## config.mk

```make
export PLATFORM = sky130hd
export DESIGN_NAME = spi_stream_master
export DESIGN_NICKNAME = d
export VERILOG_FILES = /design/src/rtl/spim_pkg.sv /design/src/rtl/spim_tick.sv /design/src/rtl/spim_txbuf.sv /design/src/rtl/spim_rxshift.sv /design/src/rtl/spi_stream_master.sv
export SDC_FILE = /design/constraint.sdc
export NUM_CORES = 1
export LEC_CHECK = 0
export BUFFER_PORTS_ARGS = -buffer_cell sky130_fd_sc_hd__buf_2
export CORE_MARGIN = 4
export CORE_UTILIZATION = 55
export CTS_CLUSTER_DIAMETER = 80
export DETAILED_ROUTE_END_ITERATION = 8
export HOLD_SLACK_MARGIN = 0.06
export PLACE_DENSITY = 0.78
export SYNTH_ARGS = -nofsm -noshare
export SYNTH_HDL_FRONTEND = slang
export SYNTH_SLANG_ARGS = --single-unit
```

## constraint.sdc

```tcl
create_clock -name clk -period 2.6 [get_ports clk]
set_input_delay 0.26 -clock clk [delete_from_list [all_inputs] [get_ports clk]]
set_output_delay 0.26 -clock clk [all_outputs]
set_load 0.01 [all_outputs]
```

## src/rtl/spim_pkg.sv

```systemverilog
package spim_pkg;

    localparam int BYTE_W = 8;
    localparam logic [BYTE_W-1:0] FILL_BYTE = 8'hFF;

    typedef enum logic [1:0] {
        ST_IDLE  = 2'd0,
        ST_LOAD  = 2'd1,
        ST_SHIFT = 2'd2
    } spim_state_e;

    typedef enum logic {
        DIR_TX = 1'b0,
        DIR_RX = 1'b1
    } spim_dir_e;

    // Advance the outgoing shifter by one bit, back-filling with ones so a
    // receive-only byte keeps driving high.
    function automatic logic [BYTE_W-1:0] shift_next(input logic [BYTE_W-1:0] b);
        return {b[BYTE_W-2:0], 1'b1};
    endfunction

endpackage

```

## src/rtl/spim_tick.sv

```systemverilog
module spim_tick #(
    parameter int HALF_DIV = 4
) (
    input  logic clk,
    input  logic rst,
    input  logic en,
    output logic tick
);
    localparam int CW = (HALF_DIV > 1) ? $clog2(HALF_DIV) : 1;

    logic [CW-1:0] cnt;

    assign tick = en && (cnt == CW'(HALF_DIV - 1));

    always_ff @(posedge clk) begin
        if (rst || !en || tick) cnt <= '0;
        else                    cnt <= cnt + 1'b1;
    end

    // the divider never runs past its half-period terminal count
    assert_div_bound_R11: assert property (@(posedge clk) disable iff (rst)
        cnt <= CW'(HALF_DIV - 1));

endmodule

```

## src/rtl/spim_txbuf.sv

```systemverilog
module spim_txbuf #(
    parameter int W = 8
) (
    input  logic         clk,
    input  logic         rst,
    input  logic         wr_en,
    input  logic [W-1:0] wr_data,
    input  logic         rd_en,
    output logic         full,
    output logic [W-1:0] rd_data
);
    always_ff @(posedge clk) begin
        if (rst) begin
            full    <= 1'b0;
            rd_data <= '0;
        end else if (wr_en) begin
            full    <= 1'b1;
            rd_data <= wr_data;
        end else if (rd_en) begin
            full    <= 1'b0;
        end
    end

    // the holding register is never written while it still holds a byte
    assert_no_overwrite_R7: assert property (@(posedge clk) disable iff (rst)
        wr_en |-> !full);

    // a byte is only taken out when one is present
    assert_no_underrun_R7: assert property (@(posedge clk) disable iff (rst)
        rd_en |-> full);

endmodule

```

## src/rtl/spim_rxshift.sv

```systemverilog
module spim_rxshift #(
    parameter int W = 8
) (
    input  logic         clk,
    input  logic         rst,
    input  logic         sample_en,
    input  logic         bit_in,
    output logic [W-1:0] byte_out
);
    always_ff @(posedge clk) begin
        if (rst)            byte_out <= '0;
        else if (sample_en) byte_out <= {byte_out[W-2:0], bit_in};
    end
endmodule

```

## src/rtl/spi_stream_master.sv

```systemverilog
module spi_stream_master
    import spim_pkg::*;
#(
    parameter int HALF_DIV = 4,
    parameter int CNT_W    = 16
) (
    input  logic              clk,
    input  logic              rst,
    input  logic              start,
    input  logic              dir_rx,
    input  logic [CNT_W-1:0]  byte_count,
    input  logic              cs_assert,
    input  logic [7:0]        tx_data,
    input  logic              tx_valid,
    output logic              tx_ready,
    output logic [7:0]        rx_data,
    output logic              rx_valid,
    output logic              busy,
    output logic              done,
    output logic              sclk,
    output logic              mosi,
    output logic              cs_n,
    input  logic              miso
);
    localparam int BIT_W = $clog2(BYTE_W + 1);

    spim_state_e        state;
    spim_dir_e          dir_q;
    logic [CNT_W-1:0]   left_q;
    logic [CNT_W-1:0]   fetch_q;
    logic [BYTE_W-1:0]  sh_q;
    logic [BIT_W-1:0]   bit_q;

    logic               tick;
    logic               buf_full, buf_wr, buf_rd;
    logic [BYTE_W-1:0]  buf_data;
    logic [BYTE_W-1:0]  rx_byte;
    logic               sample;
    logic               byte_end;

    assign busy     = (state != ST_IDLE);
    assign tx_ready = busy && (dir_q == DIR_TX) && !buf_full && (fetch_q != '0);
    assign buf_wr   = tx_ready && tx_valid;
    assign buf_rd   = (state == ST_LOAD) && (dir_q == DIR_TX) && buf_full;
    assign sample   = (state == ST_SHIFT) && tick && !sclk;
    assign byte_end = (state == ST_SHIFT) && tick && sclk && (bit_q == BIT_W'(BYTE_W));
    assign mosi     = sh_q[BYTE_W-1];

    spim_tick #(.HALF_DIV(HALF_DIV)) u_tick (
        .clk  (clk),
        .rst  (rst),
        .en   (state == ST_SHIFT),
        .tick (tick)
    );

    spim_txbuf #(.W(BYTE_W)) u_txbuf (
        .clk     (clk),
        .rst     (rst),
        .wr_en   (buf_wr),
        .wr_data (tx_data),
        .rd_en   (buf_rd),
        .full    (buf_full),
        .rd_data (buf_data)
    );

    spim_rxshift #(.W(BYTE_W)) u_rx (
        .clk       (clk),
        .rst       (rst),
        .sample_en (sample),
        .bit_in    (miso),
        .byte_out  (rx_byte)
    );

    always_ff @(posedge clk) begin
        if (rst) begin
            state    <= ST_IDLE;
            dir_q    <= DIR_TX;
            left_q   <= '0;
            fetch_q  <= '0;
            sh_q     <= FILL_BYTE;
            bit_q    <= '0;
            sclk     <= 1'b0;
            done     <= 1'b0;
            rx_valid <= 1'b0;
            rx_data  <= '0;
            cs_n     <= 1'b1;
        end else begin
            done     <= 1'b0;
            rx_valid <= 1'b0;
            cs_n     <= ~cs_assert;
            if (buf_wr) fetch_q <= fetch_q - 1'b1;
            unique case (state)
                ST_IDLE: begin
                    if (start) begin
                        if (byte_count == '0) begin
                            done <= 1'b1;
                        end else begin
                            dir_q   <= dir_rx ? DIR_RX : DIR_TX;
                            left_q  <= byte_count;
                            fetch_q <= dir_rx ? '0 : byte_count;
                            sh_q    <= FILL_BYTE;
                            state   <= ST_LOAD;
                        end
                    end
                end
                ST_LOAD: begin
                    bit_q <= '0;
                    if (dir_q == DIR_RX) begin
                        sh_q  <= FILL_BYTE;
                        state <= ST_SHIFT;
                    end else if (buf_full) begin
                        sh_q  <= buf_data;
                        state <= ST_SHIFT;
                    end
                end
                ST_SHIFT: begin
                    if (tick) begin
                        if (!sclk) begin
                            sclk  <= 1'b1;
                            bit_q <= bit_q + 1'b1;
                        end else begin
                            sclk <= 1'b0;
                            if (bit_q == BIT_W'(BYTE_W)) begin
                                rx_valid <= 1'b1;
                                rx_data  <= rx_byte;
                                left_q   <= left_q - 1'b1;
                                if (left_q == CNT_W'(1)) begin
                                    done  <= 1'b1;
                                    state <= ST_IDLE;
                                end else begin
                                    state <= ST_LOAD;
                                end
                            end else begin
                                sh_q <= shift_next(sh_q);
                            end
                        end
                    end
                end
                default: state <= ST_IDLE;
            endcase
        end
    end

    // the serial clock rests low outside a transfer
    assert_clk_idle_R2: assert property (@(posedge clk) disable iff (rst)
        !busy |-> !sclk);

    // data out holds steady across a high clock phase
    assert_mosi_hold_R2: assert property (@(posedge clk) disable iff (rst)
        (sclk && $past(sclk)) |-> $stable(mosi));

    // receive transfers drive ones and never ask for user data
    assert_rx_ones_R5: assert property (@(posedge clk) disable iff (rst)
        (busy && dir_q == DIR_RX) |-> (mosi && !tx_ready));

    // completion of a real transfer coincides with the last received byte
    assert_done_with_rx_R6: assert property (@(posedge clk) disable iff (rst)
        (done && $past(busy)) |-> rx_valid);

    // a start during a transfer leaves the remaining count alone
    assert_ignore_start_R8: assert property (@(posedge clk) disable iff (rst)
        (busy && start && !byte_end) |=> (left_q == $past(left_q)));

    // an empty request finishes at once without becoming busy
    assert_zero_count_R9: assert property (@(posedge clk) disable iff (rst)
        (start && !busy && byte_count == '0) |=> (done && !busy));

endmodule

```

-- After elaboration in Yosys (flattened, before gate mapping)
Index checks and enable logic that the tools add are counted.
- logic and storage cells: 111
- register bits after elaboration: 78
- output and inout port bits: 15
- bitwise gates (word level): 6
- equal/unequal tests: 13
- reduce and logical (&&, ||, !) cells: 30
- add/sub/neg operators: 4
- multiplexer cells: 43
- operators with widths (kind ; count):
    $mux W16 ; 10
    $mux W8 ; 7
    $pmux W16 S2 ; 1
    $sub A16 B1 Y16 const B ; 2
    $pmux W8 S3 ; 1
    $eq A16 B1 Y1 const B ; 1
    $logic_not A16 Y1 ; 1
    $reduce_bool A16 Y1 ; 1
    $mux W2 ; 7
    $ne A2 B2 Y1 const B ; 7
    $mux W1 ; 12
    $reduce_and A6 Y1 ; 2
    $logic_and A1 B1 Y1 ; 9
    $mux W4 ; 2
    $pmux W4 S2 ; 1
    $reduce_bool A2 Y1 ; 4
    $reduce_and A7 Y1 ; 1
    $not A1 Y1 ; 6
    $pmux W2 S3 ; 1
    $reduce_and A3 Y1 ; 2
    $add A4 B1 Y4 const B ; 1
    $eq A2 B2 Y1 const B ; 2
    $eq A4 B4 Y1 const B ; 1
    $reduce_and A4 Y1 ; 1
    10 further kinds ; 13

-- Depth between registers and ports, before layout
- depth after elaboration: 9
- gate-level depth with buffers: 9
- gate-level depth less buffers: 7

-- Modules after synthesis
Synthesis repeated with hierarchy kept, for this count alone.
- cell total of the unflattened synthesis: 466
- area, all modules: 4017.6 µm²
- by module, submodules not included (module ; area each (µm²) ; times used ; sequential area each (µm²) ; cells an instance):
    spi_stream_master ; 3330.7 ; 1 ; 1181.1 ; 404
    spim_txbuf ; 321.6 ; 1 ; 180.2 ; 30
    spim_rxshift ; 285.3 ; 1 ; 160.2 ; 26
    spim_tick ; 80.1 ; 1 ; 40.0 ; 6

-- Worst setup path after synthesis
OpenSTA, ideal clock, no wires.
- kind: register to register
- from: reg state[0]
- to: reg fetch_q[15]
- slack: 0.299 ns
- stages on the path, launching flop included: 8
- arrival: 2.184 ns
- required time: 2.483 ns
- library setup time: 0.117 ns
- period minus slack after synthesis: 2.301 ns
- cells stage by stage: dfxtp_1 inv_1 ha_1 nor4b_1 nand2_1 nor4_2 mux2_2 a22o_1
- word-level cells in the longest chain between the ends: 9
- RTL lines (item ; RTL line ; text):
    start, declared ; spi_stream_master.sv:27 ; spim_state_e state;
    start signal, assigned ; spi_stream_master.sv:76 ; state <= ST_IDLE;
    start signal, assigned ; spi_stream_master.sv:102 ; state <= ST_LOAD;
    start signal, assigned ; spi_stream_master.sv:110 ; state <= ST_SHIFT;
    $reduce_bool A2 Y1 ; spi_stream_master.sv:41 ; assign busy = (state != ST_IDLE);
    $logic_and A1 B1 Y1 (3 in a row) ; spi_stream_master.sv:42 ; assign tx_ready = busy && (dir_q == DIR_TX) && !buf_full && (fetch_q != '0);
    $logic_and A1 B1 Y1 ; spi_stream_master.sv:43 ; assign buf_wr = tx_ready && tx_valid;
    $mux W16 ; spi_stream_master.sv:91 ; if (buf_wr) fetch_q <= fetch_q - 1'b1;
    $mux W16 ; spi_stream_master.sv:95 ; if (byte_count == '0) begin
    $mux W16 ; spi_stream_master.sv:94 ; if (start) begin
    $mux W16 * ; spi_stream_master.sv:92 ; unique case (state)
    end signal, assigned ; spi_stream_master.sv:91 ;
    end signal, assigned ; spi_stream_master.sv:100 ; fetch_q <= dir_rx ? '0 : byte_count;
    end, declared ; spi_stream_master.sv:30 ; logic [CNT_W-1:0] fetch_q;
Mark *: on every way between the ends. The rest lies on a longest branch, timed or not.
A chain may end at the register's enable or synchronous reset.

-- Final worst setup path
Same ends and word-level chain as after synthesis.

==> metrics.md <==
| Metric | Value |
|---|---|
| Run status | `finished clean` |
| Sequential standard cell area | `0.00156 mm²` |
| Max frequency | `432 MHz` |
| Synthesized netlist cell count | `between 400 and 500` |
| Crit-path leading delay family | `simple AND/OR/NAND/NOR gates` |
| Ordered cell list for the critical path | `inv_1 -> ha_1 -> nor4b_1 -> nand2_1 -> nor4_2 -> mux2_2 -> a22o_1` |
| Main synth FF type | `dfxtp_1` |
| Reg-to-reg critical path startpoint | `state[0]` |
| GRT overflow | `0` |
| Core outline area | `0.00691 mm²` |
| Number of fill cells in the layout | `654` |
| Number of clock sinks | `78` |
| Tightest Pin Transition | `798 ps` |
| Die width | `92.9 µm` |
| Min-Delay Endpoint | `u_txbuf.rd_data[4]` |
| RSZ-0062 raised after global routing | `no` |
| Post-CTS setup buffers | `0` |
| Path depth of the worst reg2reg path | `7` |
| Setup-violating endpoint count in the final report | `0` |
| Leak pwr | `roughly 1.7 nW` |
| Critical path class | `flop to flop` |
| Delay of the slowest cell on the worst path | `410 ps` |
| Final period utilization | `0.891` |
| Hpwl dp | `6.70 mm` |
| Clock tree from TritonCTS | `done` |
| Startpoint of the tightest hold check path | `tx_data[4]` |
| Average via count per standard cell | `5.78` |
| Proportion of layout cells with a drive suffix above 1 | `0.164` |
| Maximum fanout count along the critical path | `7` |
| Area taken by multi-input logic gates | `0.00222 mm²` |
| Number of enable-type register cells in the synthesized netlist | `0` |
| Fin crit period | `2320 ps` |
| Initial Util | `0.574` |
| Crit-path slowest cell | `dfxtp_1` |
| Detailed Routing Iterations Pass 1 | `4` |
| Warnings from Yosys | `0` |
| DIE HEIGHT | `92.9 µm` |
| Post-synth net total | `between 500 and 600` |
| Endpoint required time on the critical path | `2860 ps` |
| Final total negative setup slack | `0 ps` |
| Hold_buf cts | `1` |
| Antenna violation net count after detailed routing | `0` |
| Vias in the first global route | `about 3300` |
| Number of antenna cells inserted | `0` |
| CP endpoint kind | `flop` |
| DR vias | `3581` |
| Reg clk slew, reported paths | `roughly 100 ps` |
| Worst min path class | `input pin to flop` |
| Number of stages on the worst hold path | `3` |
| TritonCTS buffer count | `9` |
| Detailed router's first-iteration violation count | `175` |
| Cell chosen for the clock root | `clkbuf_8` |
| Average cell area after synthesis | `slightly above 8 µm²` |
| Cts repair resizes | `0` |
| Boundary pin count | `46` |
| DRC violation count after routing | `0` |
| Kind of start point of the critical path | `flop` |
| Yosys reg bits | `78` |
| Number of antenna violations at the first check in global routing | `0` |
| Pin count of the biggest net entering global routing | `58` |
| Drt wl/cell | `15.1 µm` |
| Area overhead of the layout relative to synthesis | `12.8%` |
| Final core utilization | `0.647` |
| Htree depth | `3` |
| Total die area | `around 0.0086 mm²` |
| Terminus of the critical flop-to-flop path | `fetch_q[15]` |
| Worst-case clock buffer depth | `2` |
| Max-slew violations | `0` |
| Final layout net count | `approximately 560` |
| Async set-or-reset flop fraction in the synthesized netlist | `0` |
| Worst-Skew Late Latency | `370 ps` |
| Max VDD drop | `between 0.5 and 0.6 mV` |
| Post-synthesis sequential area ratio | `0.394` |
| Arrival time of the worst setup path | `about 2600 ps` |
| Power per cell area | `roughly 1100 mW/mm²` |
| Number of buffers added on ports | `between 40 and 50` |
| Hold violation total from the final report | `0` |
| Synth cell types | `56` |
| Number of maximum-capacitance violations | `0` |
| Tightest slew margin relative to the limit | `0.466` |
| Post-Route WL | `~9.4 mm` |
| Global-route wire length before repair | `15.9 mm` |
| Netlist area before placement | `0.00396 mm²` |
| # rows | `30` |
| FF-to-FF setup slack | `280 ps` |
| Gp weighted congestion | `approximately 0.85` |
| Overall Global Routing Usage | `0.231` |
| Final worst clock skew | `12.1 ps` |
| Bufs and invs on worst path | `1` |
## worst register-to-register path, cell delays in order (launching register included)
cell	delay (ps)
dfxtp_1	410
inv_1	100
ha_1	260
nor4b_1	410
nand2_1	240
nor4_2	220
mux2_2	360
a22o_1	220
## cell families (layout without fill, tap and decap cells)
| kind of cell | Yosys count | in the layout | synth area share |
|---|---|---|---|
| AO/OA/AOI/OAI | 125 | 125 | 0.208 |
| XOR/XNOR | 12 | 12 | 0.0265 |
| adder cells (fa/ha/maj) | 11 | 11 | 0.0347 |
| buffers and inverters | 46 | 88 | 0.0458 |
| flip-flops | 78 | 78 | 0.394 |
| multiplexers | 14 | 14 | 0.0360 |
| AND/OR/NAND/NOR | 196 | 196 | 0.255 |
## placed cells by master, fill, tap and decap left out, drive strengths merged, types with 3 or more instances in the layout
master / count
a211o: 8
a211oi: 10
a21oi: 46
a22o: 6
a31oi: 10
and2: 3
buf: 57
clkbuf: 9
clkinv: 3
dfxtp: 78
ha: 11
inv: 17
mux2i: 12
nand2: 59
nand2b: 13
nand3: 3
nand4: 3
nor2: 42
nor2b: 10
nor3: 16
nor4: 14
nor4b: 4
o21ai: 19
o31ai: 3
o32ai: 9
or2: 4
or3: 8
or4: 6
xnor2: 4
xor2: 8
## cells in the mapped netlist, types with 6 or more instances
library cell	n	share of area
a211o_1	8	0.018
a211oi_1	10	0.019
a21oi_1	46	0.058
a22o_1	6	0.013
a31oi_1	10	0.016
clkbuf_1	30	0.028
dfxtp_1	78	0.39
ha_1	11	0.035
inv_1	13	0.012
mux2i_1	12	0.030
nand2_1	59	0.056
nand2b_1	13	0.021
nor2_1	42	0.040
nor2b_1	10	0.016
nor3_1	15	0.019
nor4_1	12	0.019
o21ai_0	18	0.023
o32ai_1	9	0.020
or3_1	8	0.013
xor2_1	8	0.018
## stage by stage
stage                     cells  hold WS [ps]  cell area [µm²]  power, mW  setup slack (ps)
after floorplan             482           334             3960       3.34               299
after global placement      603           415             4270       3.77               356
after detailed placement    603           430             4270       3.83               312
after CTS                   620           115             4470       4.73               294
after global routing        620           123             4470       5.11              78.1
final                       620           128             4470       4.71               283
## power by group
group	internal, mW	switching (mW)
combinational	0.891	1.28
sequential	1.44	0.219
clock	0.370	0.507
total	2.70	2.01
## cell type report
cell class | count | share of cell area
clock buffer | 9 | 0.0277
sequential | 78 | 0.350
clock inverter | 7 | 0.0146
timing repair buffer | 58 | 0.0728
tap | 96 | 0.0269
inverter | 14 | 0.0118
multi-input combinational | 358 | 0.497
## registers in the layout (all words and copies together) (netlist names)
| signal | cells |
|---|---|
| bit_q | 4 |
| fetch_q | 16 |
| cs_n | 1 |
| u_txbuf.full | 1 |
| rx_valid | 1 |
| done | 1 |
| u_tick.cnt | 2 |
| rx_data | 8 |
| left_q | 16 |
| u_rx.byte_out | 8 |
| sclk | 1 |
| dir_q | 1 |
| sh_q | 8 |
| u_txbuf.rd_data | 8 |
| state | 2 |
## layer usage
metal,share of wire,track usage
met1,0.46,0.303
met2,0.47,0.372
met3,0.051,0.0487
met4,0.013,0.0867
met5,0,0
## how the worst max path moves through the flow
stage / from / end / slack (ps) / depth (start not counted)
4_1_cts: fetch_q[11] / tx_ready / 290 / 4
3_5_place_dp: state[0] / fetch_q[15] / 310 / 7
6_report: state[0] / fetch_q[15] / 280 / 7
5_1_grt: state[0] / fetch_q[15] / 80 / 7
2_1_floorplan: state[0] / fetch_q[15] / 300 / 7
3_3_place_gp: fetch_q[3] / fetch_q[15] / 360 / 5
(Power assumes the default switching activity.)
